File: src/rtl/fwd_window_pkg.sv
package fwd_window_pkg;
  localparam int ADDR_W   = 64;
  localparam int DATA_W   = 32;
  localparam int IO_SH    = 12;
  localparam int MEM_SH   = 20;
  localparam int IO_W     = 32 - IO_SH;
  localparam int MEM_W    = 32 - MEM_SH;
  localparam int PF_W     = ADDR_W - MEM_SH;

  typedef enum logic [2:0] {
    WIN_NONE = 3'd0,
    WIN_IO   = 3'd1,
    WIN_MEM  = 3'd2,
    WIN_PREF = 3'd3,
    WIN_VGA  = 3'd4
  } win_e;

  localparam logic [2:0] SEL_IO_LO   = 3'd0;
  localparam logic [2:0] SEL_IO_HI   = 3'd1;
  localparam logic [2:0] SEL_MEM     = 3'd2;
  localparam logic [2:0] SEL_PF_LO   = 3'd3;
  localparam logic [2:0] SEL_PF_BHI  = 3'd4;
  localparam logic [2:0] SEL_PF_LHI  = 3'd5;
  localparam logic [2:0] SEL_CTRL    = 3'd6;
endpackage

File: src/rtl/win_regs.sv
module win_regs
  import fwd_window_pkg::*;
(
  input  logic              clk_i,
  input  logic              rst_ni,
  input  logic              we_i,
  input  logic [2:0]        sel_i,
  input  logic [DATA_W-1:0] wdata_i,
  output logic [IO_W-1:0]   io_base_o,
  output logic [IO_W-1:0]   io_lim_o,
  output logic [MEM_W-1:0]  mem_base_o,
  output logic [MEM_W-1:0]  mem_lim_o,
  output logic [PF_W-1:0]   pf_base_o,
  output logic [PF_W-1:0]   pf_lim_o,
  output logic              vga_en_o
);
  logic [DATA_W-1:0] io_lo_q, io_hi_q, mem_q, pf_lo_q, pf_bhi_q, pf_lhi_q;
  logic              vga_q;

  // reset values leave every window with base above limit
  always_ff @(posedge clk_i or negedge rst_ni) begin
    if (!rst_ni) begin
      io_lo_q  <= 32'h0000_00F0;
      io_hi_q  <= 32'h0000_FFFF;
      mem_q    <= 32'h0000_FFF0;
      pf_lo_q  <= 32'h0000_FFF0;
      pf_bhi_q <= '1;
      pf_lhi_q <= '0;
      vga_q    <= 1'b0;
    end else if (we_i) begin
      case (sel_i)
        SEL_IO_LO:  io_lo_q  <= wdata_i;
        SEL_IO_HI:  io_hi_q  <= wdata_i;
        SEL_MEM:    mem_q    <= wdata_i;
        SEL_PF_LO:  pf_lo_q  <= wdata_i;
        SEL_PF_BHI: pf_bhi_q <= wdata_i;
        SEL_PF_LHI: pf_lhi_q <= wdata_i;
        SEL_CTRL:   vga_q    <= wdata_i[0];
        default: ;
      endcase
    end
  end

  assign io_base_o  = {io_hi_q[15:0],  io_lo_q[7:4]};
  assign io_lim_o   = {io_hi_q[31:16], io_lo_q[15:12]};
  assign mem_base_o = mem_q[15:4];
  assign mem_lim_o  = mem_q[31:20];
  assign pf_base_o  = {pf_bhi_q[ADDR_W-33:0], pf_lo_q[15:4]};
  assign pf_lim_o   = {pf_lhi_q[ADDR_W-33:0], pf_lo_q[31:20]};
  assign vga_en_o   = vga_q;
endmodule

File: src/rtl/range_match.sv
module range_match #(
  parameter int W = 12
) (
  input  logic [W-1:0] base_i,
  input  logic [W-1:0] lim_i,
  input  logic [W-1:0] addr_i,
  output logic         hit_o
);
  // compare only the aligned upper bits: limit low bits act as all ones
  assign hit_o = (base_i <= lim_i) && (addr_i >= base_i) && (addr_i <= lim_i);
endmodule

File: src/rtl/vga_match.sv
module vga_match
  import fwd_window_pkg::*;
(
  input  logic              is_io_i,
  input  logic [ADDR_W-1:0] addr_i,
  output logic              hit_o
);
  localparam logic [ADDR_W-1:0] MEM_LO  = 'h000A_0000;
  localparam logic [ADDR_W-1:0] MEM_HI  = 'h000B_FFFF;
  localparam logic [31:0]       IOA_LO  = 32'h3B0;
  localparam logic [31:0]       IOA_HI  = 32'h3BB;
  localparam logic [31:0]       IOB_LO  = 32'h3C0;
  localparam logic [31:0]       IOB_HI  = 32'h3DF;

  logic mem_hit, io_hit;
  assign mem_hit = (addr_i >= MEM_LO) && (addr_i <= MEM_HI);
  assign io_hit  = ((addr_i[31:0] >= IOA_LO) && (addr_i[31:0] <= IOA_HI)) ||
                   ((addr_i[31:0] >= IOB_LO) && (addr_i[31:0] <= IOB_HI));
  assign hit_o   = is_io_i ? io_hit : mem_hit;
endmodule

File: src/rtl/fwd_window_decoder.sv
module fwd_window_decoder
  import fwd_window_pkg::*;
(
  input  logic              clk_i,
  input  logic              rst_ni,
  input  logic              cfg_we_i,
  input  logic [2:0]        cfg_sel_i,
  input  logic [DATA_W-1:0] cfg_wdata_i,
  input  logic              req_valid_i,
  input  logic              req_is_io_i,
  input  logic [ADDR_W-1:0] req_addr_i,
  output logic              fwd_valid_o,
  output logic              fwd_hit_o,
  output logic [2:0]        fwd_win_o
);
  logic [IO_W-1:0]  io_base, io_lim;
  logic [MEM_W-1:0] mem_base, mem_lim;
  logic [PF_W-1:0]  pf_base, pf_lim;
  logic             vga_en;
  logic             io_hit, mem_hit_raw, pf_hit, vga_hit;
  logic             mem_hit;
  win_e             win_d, win_q;
  logic             valid_q;

  win_regs u_regs (
    .clk_i, .rst_ni,
    .we_i(cfg_we_i), .sel_i(cfg_sel_i), .wdata_i(cfg_wdata_i),
    .io_base_o(io_base), .io_lim_o(io_lim),
    .mem_base_o(mem_base), .mem_lim_o(mem_lim),
    .pf_base_o(pf_base), .pf_lim_o(pf_lim),
    .vga_en_o(vga_en)
  );

  range_match #(.W(IO_W)) u_io (
    .base_i(io_base), .lim_i(io_lim), .addr_i(req_addr_i[31:IO_SH]), .hit_o(io_hit));
  range_match #(.W(MEM_W)) u_mem (
    .base_i(mem_base), .lim_i(mem_lim), .addr_i(req_addr_i[31:MEM_SH]), .hit_o(mem_hit_raw));
  range_match #(.W(PF_W)) u_pf (
    .base_i(pf_base), .lim_i(pf_lim), .addr_i(req_addr_i[ADDR_W-1:MEM_SH]), .hit_o(pf_hit));
  vga_match u_vga (.is_io_i(req_is_io_i), .addr_i(req_addr_i), .hit_o(vga_hit));

  assign mem_hit = mem_hit_raw && (req_addr_i[ADDR_W-1:32] == '0);

  always_comb begin
    win_d = WIN_NONE;
    if (req_valid_i) begin
      if (vga_en && vga_hit)      win_d = WIN_VGA;
      else if (req_is_io_i) begin
        if (io_hit)               win_d = WIN_IO;
      end else if (mem_hit)       win_d = WIN_MEM;
      else if (pf_hit)            win_d = WIN_PREF;
    end
  end

  always_ff @(posedge clk_i or negedge rst_ni) begin
    if (!rst_ni) begin
      valid_q <= 1'b0;
      win_q   <= WIN_NONE;
    end else begin
      valid_q <= req_valid_i;
      win_q   <= win_d;
    end
  end

  assign fwd_valid_o = valid_q;
  assign fwd_win_o   = win_q;
  assign fwd_hit_o   = (win_q != WIN_NONE);

  // ---- assertions ----
  logic past_ok;
  always_ff @(posedge clk_i or negedge rst_ni) begin
    if (!rst_ni) past_ok <= 1'b0;
    else         past_ok <= 1'b1;
  end

  p_valid_follow_r2: assert property (@(posedge clk_i) disable iff (!rst_ni)
    past_ok |-> (fwd_valid_o == $past(req_valid_i)));
  p_idle_quiet_r2: assert property (@(posedge clk_i) disable iff (!rst_ni)
    !fwd_valid_o |-> (!fwd_hit_o && fwd_win_o == 3'd0));
  p_io_no_mem_r7: assert property (@(posedge clk_i) disable iff (!rst_ni)
    (past_ok && $past(req_valid_i && req_is_io_i)) |-> (fwd_win_o != WIN_MEM && fwd_win_o != WIN_PREF));
  p_mem_no_io_r7: assert property (@(posedge clk_i) disable iff (!rst_ni)
    (past_ok && $past(req_valid_i && !req_is_io_i)) |-> (fwd_win_o != WIN_IO));
  p_vga_gated_r8: assert property (@(posedge clk_i) disable iff (!rst_ni)
    (past_ok && fwd_win_o == WIN_VGA) |-> $past(vga_en));
  p_mem_enabled_r6: assert property (@(posedge clk_i) disable iff (!rst_ni)
    (past_ok && fwd_win_o == WIN_MEM) |-> $past(mem_base <= mem_lim));
  p_io_enabled_r6: assert property (@(posedge clk_i) disable iff (!rst_ni)
    (past_ok && fwd_win_o == WIN_IO) |-> $past(io_base <= io_lim));
endmodule

File: config.mk
export PLATFORM = sky130hd
export DESIGN_NAME = fwd_window_decoder
export DESIGN_NICKNAME = d
export VERILOG_FILES = /design/src/rtl/fwd_window_pkg.sv /design/src/rtl/win_regs.sv /design/src/rtl/range_match.sv /design/src/rtl/vga_match.sv /design/src/rtl/fwd_window_decoder.sv
export SDC_FILE = /design/constraint.sdc
export NUM_CORES = 1
export LEC_CHECK = 0
export ABC_AREA = 1
export CAP_MARGIN = 0
export CELL_PAD_IN_SITES_DETAIL_PLACEMENT = 1
export CELL_PAD_IN_SITES_GLOBAL_PLACEMENT = 2
export CORE_AREA = 3 3 181 183
export CTS_BUF_LIST = sky130_fd_sc_hd__clkbuf_16
export DETAILED_ROUTE_END_ITERATION = 12
export DIE_AREA = 0 0 184 186
export GPL_TIMING_DRIVEN = 1
export PLACE_DENSITY_LB_ADDON = 0.25
export SKIP_LAST_GASP = 1
export SLEW_MARGIN = 10
export SYNTH_ARGS = -nofsm -noshare
export SYNTH_HDL_FRONTEND = slang
export SYNTH_SLANG_ARGS = --single-unit
File: constraint.sdc
create_clock -name clk_i -period 4.4 [get_ports clk_i]
set_clock_uncertainty 0.1 [all_clocks]
set_input_delay 0.44 -clock clk_i [delete_from_list [all_inputs] [get_ports clk_i]]
set_output_delay 0.44 -clock clk_i [all_outputs]
set_load 0.01 [all_outputs]
==> out/results.txt, run 1 <==
Syn_nets -> 1856
I/O pin count -> 109
Cells after Synth -> 1524
Max_cap viols -> 0
Unrepaired setup endpoints after global routing -> no
Final WS setup -> 1870 ps
Hpwl dp -> 29700 microns
CTS tree -> built
Pin count of the biggest net entering global routing -> 91
Flop2flop setup slack -> 2020 ps
Post-CTS resize count -> 0
Global placement routability congestion -> 0.819
Slew headroom -> 0.258
Final setup violating endpoints -> 0
Adder-Cell Fraction of Synth Area -> 0.241
Hold WC Path Type -> in2async
Final nets -> 1957
Share of synthesized cell area in and, or, nand and nor gates -> 0.200
Crit start category -> input port
Multi-input gate area -> 6770 sq um
Final Util -> 0.443
WHS -> -31.5 ps
WL final -> 37300 microns
Postcts setup bufs -> 0
PortBufs -> 106
Post-Syn Area per Cell -> 7.77 sq um
First-pass GRT wire length -> 58900 microns
CTS HTree Levels -> 4
Count of different cell masters after synthesis -> 33
Hold bufs inserted after CTS -> 0
Post-route non-filler standard cell count -> 2041
PD cells -> 395 nW/um^2
Vert. Die Dim -> 186 microns
Post-synthesis cell area -> 11800 sq um
CTS Buffer Depth -> 2
Total GRT Usage -> 0.225
Pre-antenna DRT Iters -> 5
Run status -> finished, violations left
Combinational share of power -> 0.364
Clock Sink Count -> 157
Internal Power -> 3.44 mW
Slew Viols, Final -> 0
Chip Width -> 184 microns
CP max stage delay -> 670 ps
Most frequent cell on the critical path -> nand2_1
Switching power -> 2.04 mW
Min cycle time layout -> 2530 ps
Via Count -> 10300
Period Utilization, post-route -> 0.575
Sw frac -> 0.372
Clock Latency Late Sink -> 440 ps
Worst EP required -> 4670 ps
Setup tns final -> 0 ps
Mux cell area share after synthesis -> 0
Clock-pin slew on the worst setup and hold paths -> 70 ps
CTS buffer count -> 17
Crit path cell chain -> clkdlybuf4s50_1, ha_1, nand2_1, o21ai_0, a21oi_1, nand4_1, nand3_1, nand2_1, nand2_1, a21oi_1
Final Instance Area -> 13900 sq um
Initial Util -> 0.377
Die area -> 34200 sq um
Layout cells sized above 1 -> 0.0836
Worst Tran Pin Value -> 1110 ps
Tot Pwr -> 5.48 mW
Sequential Power Share -> 0.369
Core Rows -> 65
CP Capture Type -> flop
Sequential share of the synthesized area -> 0.340
Clock group share of total power -> 0.267
Placed cell areas -> 13300 sq um
Core ar. -> 31400 sq um
Vias in the first global route -> 10700
XOR/XNOR Fraction of Synth Area -> 0
Fin. Hold Viols -> 3
Arr. time, crit path -> 2800 ps
Worst-path fanout max -> 7
F_max -> 0.395 GHz
Synth Warn # -> 0
Wire per inst -> 18.3 microns
Vias per cell -> 5.05
Synth Register Bits -> 157
Initial DRC count -> 489
P_leak -> 7.02 nW
DRC viols -> 0
Maximum vdd drop -> 0.000285 V
CP Class -> in2reg
Largest family of logic cells by synthesized area -> adder cells
Inst Count DP -> 2008
Area Growth Syn to Fin -> 17.4%
Compound-Gate Fraction of Synth Area -> 0.130
Worst slack at placement -> 1430 ps
Violated checks -> hold timing
GRT overflow -> 0
Post-route ant nets -> 0
Initial antenna violation count -> 1
FF/Latch Area -> 4020 sq um
Crit-path slowest cell -> clkdlybuf4s50_1
Root Driver -> clkbuf_16
Fillers -> 3852
==> cells by family (layout without fill, tap and decap cells) <==
kind of cell	count (synthesis)	after routing
AO/OA/AOI/OAI	296	296
adder cells (fa/ha/maj)	228	228
flip-flops	157	157
other	0	1
buffers and inverters	280	394
AND/OR/NAND/NOR	563	563
==> sequential cells by signal, summed over array words and instances (netlist names) <==
name and flops:
fwd_win_o 3, u_regs.vga_en_o 1, u_regs.mem_q 24, u_regs.pf_lo_q 24, fwd_valid_o 1, u_regs.io_hi_q 32
u_regs.pf_bhi_q 32, u_regs.pf_lhi_q 32, u_regs.io_lo_q 8
==> cells in the mapped netlist, drive strengths merged <==
| cell | n | area, sq um |
|---|---|---|
| nand2 | 381 | 1450 |
| inv | 251 | 942 |
| ha | 228 | 2850 |
| o21ai | 175 | 876 |
| nor2 | 98 | 415 |
| a21oi | 96 | 480 |
| dfrtp | 81 | 2030 |
| dfstp | 76 | 2000 |
| nand4 | 33 | 206 |
| nand3 | 32 | 170 |
| clkbuf | 23 | 86.3 |
| o21a | 10 | 75.1 |
| a21o | 8 | 60.1 |
| and2 | 7 | 43.8 |
| buf | 6 | 30.0 |
| nor3 | 5 | 30.0 |
| o21bai | 4 | 30.0 |
| and3 | 2 | 12.5 |
| nor4 | 2 | 12.5 |
| a31oi | 1 | 6.26 |
| nor2b | 1 | 6.26 |
| o211ai | 1 | 7.51 |
| o22ai | 1 | 6.26 |
| or2 | 1 | 6.26 |
| or3 | 1 | 6.26 |
==> metal layers <==
metal  wire, microns  track usage
met5               0            0
met4             508       0.0511
met3            1200       0.0322
met2           17900        0.391
met1           17700        0.299
==> path summary, 6_finish.rpt <==
kind | start | to | cells past startpoint
max in group asynchronous | rst_ni | u_regs.pf_bhi_q[27] | 2
worst min register to register | u_regs.pf_lhi_q[21] | u_regs.pf_lhi_q[21] | 2
worst min-delay path | rst_ni | u_regs.io_lo_q[12] | 1
worst max register to register | u_regs.pf_bhi_q[11] | fwd_win_o[0] | 12
worst max-delay path | req_addr_i[31] | fwd_win_o[0] | 10
min in group clk_i | req_valid_i | fwd_valid_o | 1
==> cells in the final DEF, fill, tap and decap left out, types with 8 or more instances in the layout <==
master | Yosys | layout
dfrtp_1 | 81 | 81
nor2_1 | 87 | 87
ha_1 | 228 | 228
nand2_1 | 374 | 371
dfstp_2 | 76 | 76
nand2_2 | 6 | 8
nand4_1 | 33 | 33
inv_1 | 249 | 251
a21oi_1 | 96 | 96
nand3_1 | 30 | 30
o21ai_1 | 18 | 18
o21ai_0 | 157 | 157
clkbuf_16 | 0 | 17
o21a_1 | 10 | 10
a21o_1 | 8 | 8
clkdlybuf4s50_1 | 0 | 105
==> power groups by stage <==
stage,sequential [mW],clock [mW],combinational (mW)
floorplan,1.97,0,1.36
global placement,2.04,0,1.90
detailed placement,2.05,0,2.01
CTS,2.03,1.50,2.03
global route,2.07,1.57,2.36
finish,2.02,1.46,2.00
==> cell type report <==
class / count / area share
repair buffers: 111 / 0.0791
inverters: 251 / 0.0678
multi-input cells: 1087 / 0.487
diodes: 1 / 0.000180
clock buffers: 17 / 0.0306
flip-flops and latches: 157 / 0.290
clock inverters: 15 / 0.00954
well taps: 402 / 0.0362
==> worst max-delay path, delay by kind of cell <==
family | cells | cell delay (ps)
adders and majority gates | 1 | 470
buffers and inverters | 1 | 670
AOI/OAI and AO/OA | 3 | 770
and+or+nand+nor | 5 | 460
(Power assumes the default switching activity.)
==> inputs of run 2 (changes only) <==
--- a/config.mk
+++ b/config.mk
@@ -9,10 +9,10 @@
 export CAP_MARGIN = 0
 export CELL_PAD_IN_SITES_DETAIL_PLACEMENT = 1
 export CELL_PAD_IN_SITES_GLOBAL_PLACEMENT = 2
-export CORE_AREA = 3 3 181 183
+export CORE_AREA = 3 3 188 190
 export CTS_BUF_LIST = sky130_fd_sc_hd__clkbuf_16
 export DETAILED_ROUTE_END_ITERATION = 12
-export DIE_AREA = 0 0 184 186
+export DIE_AREA = 0 0 191 193
 export GPL_TIMING_DRIVEN = 1
 export PLACE_DENSITY_LB_ADDON = 0.25
 export SKIP_LAST_GASP = 1
==> constraint.sdc (replaced) <==
create_clock -name clk_i -period 2.6 [get_ports clk_i]
set_clock_uncertainty 0.1 [all_clocks]
set_input_delay 0.26 -clock clk_i [delete_from_list [all_inputs] [get_ports clk_i]]
set_output_delay 0.26 -clock clk_i [all_outputs]
set_load 0.01 [all_outputs]
==> run 2 against run 1 <==
The run now ends clean; sequential power is 69% higher; final cell count is 3.6% higher; power is 70% higher; die area is 7.7% higher; via count is 0.61% higher; sequential share of layout area is 0.75 points lower; clock-buffer cell count stayed put; combinational power is 71% higher; setup slack worse by 1600 ps; first-iteration DRC count is 15% lower; critical path depth is 2 higher; worst hold slack better by 260 ps; critical path type is now reg2reg; largest cell class unchanged.
==> out/results.txt, run 2 (synthesized netlist as in run 1, its figures left out) <==
Clock-pin slew on the worst setup and hold paths -> 70 ps
Min cycle time layout -> 2310 ps
WL final -> 38200 microns
GRT overflow -> 0
PortBufs -> 106
Placed cell areas -> 13700 sq um
Core ar. -> 33600 sq um
Clock Sink Count -> 157
Final Instance Area -> 14300 sq um
Antenna diodes -> 0
Initial Util -> 0.352
Maximum vdd drop -> 0.000467 V
Root Driver -> clkbuf_16
Post-route ant nets -> 0
WHS -> 224 ps
Final Util -> 0.424
Fillers -> 4084
First-pass GRT wire length -> 60400 microns
Pre-antenna DRT Iters -> 5
Area Growth Syn to Fin -> 20.5%
Multi-input gate area -> 6760 sq um
Clock Latency Late Sink -> 440 ps
Vert. Die Dim -> 193 microns
CP Capture Type -> flop
Postcts setup bufs -> 0
DRC viols -> 0
Layout cells sized above 1 -> 0.101
CTS HTree Levels -> 4
Period Utilization, post-route -> 0.890
Initial antenna violation count -> 0
Die area -> 36900 sq um
Chip Width -> 191 microns
Slew Viols, Final -> 0
Setup tns final -> 0 ps
CP Class -> reg2reg
P_leak -> 7.19 nW
Inst Count DP -> 2081
Hold WC Path Type -> in2reg
Run status -> completed
Fin. Hold Viols -> 0
Arr. time, crit path -> 2580 ps
Final setup violating endpoints -> 0
Pin count of the biggest net entering global routing -> 69
CTS Buffer Depth -> 2
Wire per inst -> 18.1 microns
Worst slack at placement -> -12.7 ps
Worst-path fanout max -> 3
Slew headroom -> 0.516
Initial DRC count -> 416
Global placement routability congestion -> 0.802
Hpwl dp -> 30700 microns
Final nets -> 1985
Total GRT Usage -> 0.214
Unrepaired setup endpoints after global routing -> no
Vias in the first global route -> 10900
F_max -> 0.432 GHz
Core Rows -> 67
Crit start category -> flop
Via Count -> 10400
Worst EP required -> 2870 ps
Final WS setup -> 287 ps
CTS tree -> built
CTS buffer count -> 17
Post-route non-filler standard cell count -> 2114
Worst Tran Pin Value -> 726 ps
Top Registers -> u_regs.io_hi_q (32), u_regs.pf_bhi_q (32), u_regs.pf_lhi_q (32)
Max_cap viols -> 0
PD cells -> 655 nW/um^2
Commonest non-fill, non-tap cell in the layout -> nand2_1
Most frequent cells in the layout -> 371 x nand2_1, 249 x inv_1, 228 x ha_1
I/O pin count -> 109
FF/Latch Area -> 4020 sq um
Vias per cell -> 4.91
Tot Pwr -> 9.34 mW
run 2: cell count changes in the layout (fill, tap and decap cells not counted), moves of 3 or more:
cell and delta:
clkinv_4 +4, buf_4 +20, buf_12 +7, inv_6 +4, clkinvlp_4 -3, clkinv_2 -4
inv_8 +3
run 2: power by group:
part | internal (mW) | switching [mW]
combinational | 1.41 | 2.01
sequential | 3.07 | 0.359
clock | 1.28 | 1.22
total | 5.75 | 3.59
run 2: final timing paths:
kind                                    startpoint  slack [ps]  cells past startpoint                 end
worst max-delay path            u_regs.pf_bhi_q[3]         290                     12        fwd_win_o[0]
min in group asynchronous                   rst_ni         330                      2  u_regs.pf_lhi_q[3]
worst max register to register  u_regs.pf_bhi_q[3]         290                     12        fwd_win_o[0]
max in group asynchronous                   rst_ni        1270                      3     u_regs.mem_q[9]
worst min register to register  u_regs.pf_lhi_q[1]         390                      2  u_regs.pf_lhi_q[1]
worst min-delay path                   req_valid_i         220                      1         fwd_valid_o
run 2: critical path, stage by stage, from the launching register on:
cell	delay [ps]
dfstp_2	560
inv_1	50
ha_1	280
nand2_1	60
nor2_1	200
nand3_1	130
nor2_2	200
nand3_1	100
nand2_1	80
nor2_1	40
nand2_1	120
nand4_1	160
a21oi_1	150
run 2: cell type report:
type | instances | share of cell area
multi-input cells | 1087 | 0.474
inverters | 251 | 0.0660
well taps | 448 | 0.0393
repair buffers | 139 | 0.0981
clock inverters | 15 | 0.0106
flip-flops and latches | 157 | 0.282
clock buffers | 17 | 0.0298
run 2: what timing repair did:
action | in CTS | in global routing
hold buffers | 1 | 0
hold endpoints to repair | 29 | 0
resized for setup | 0 | 0
run 2: layer usage:
layer,share of wire,track usage
met5,0,0
met4,0.016,0.0477
met3,0.029,0.0329
met2,0.47,0.364
met1,0.48,0.290
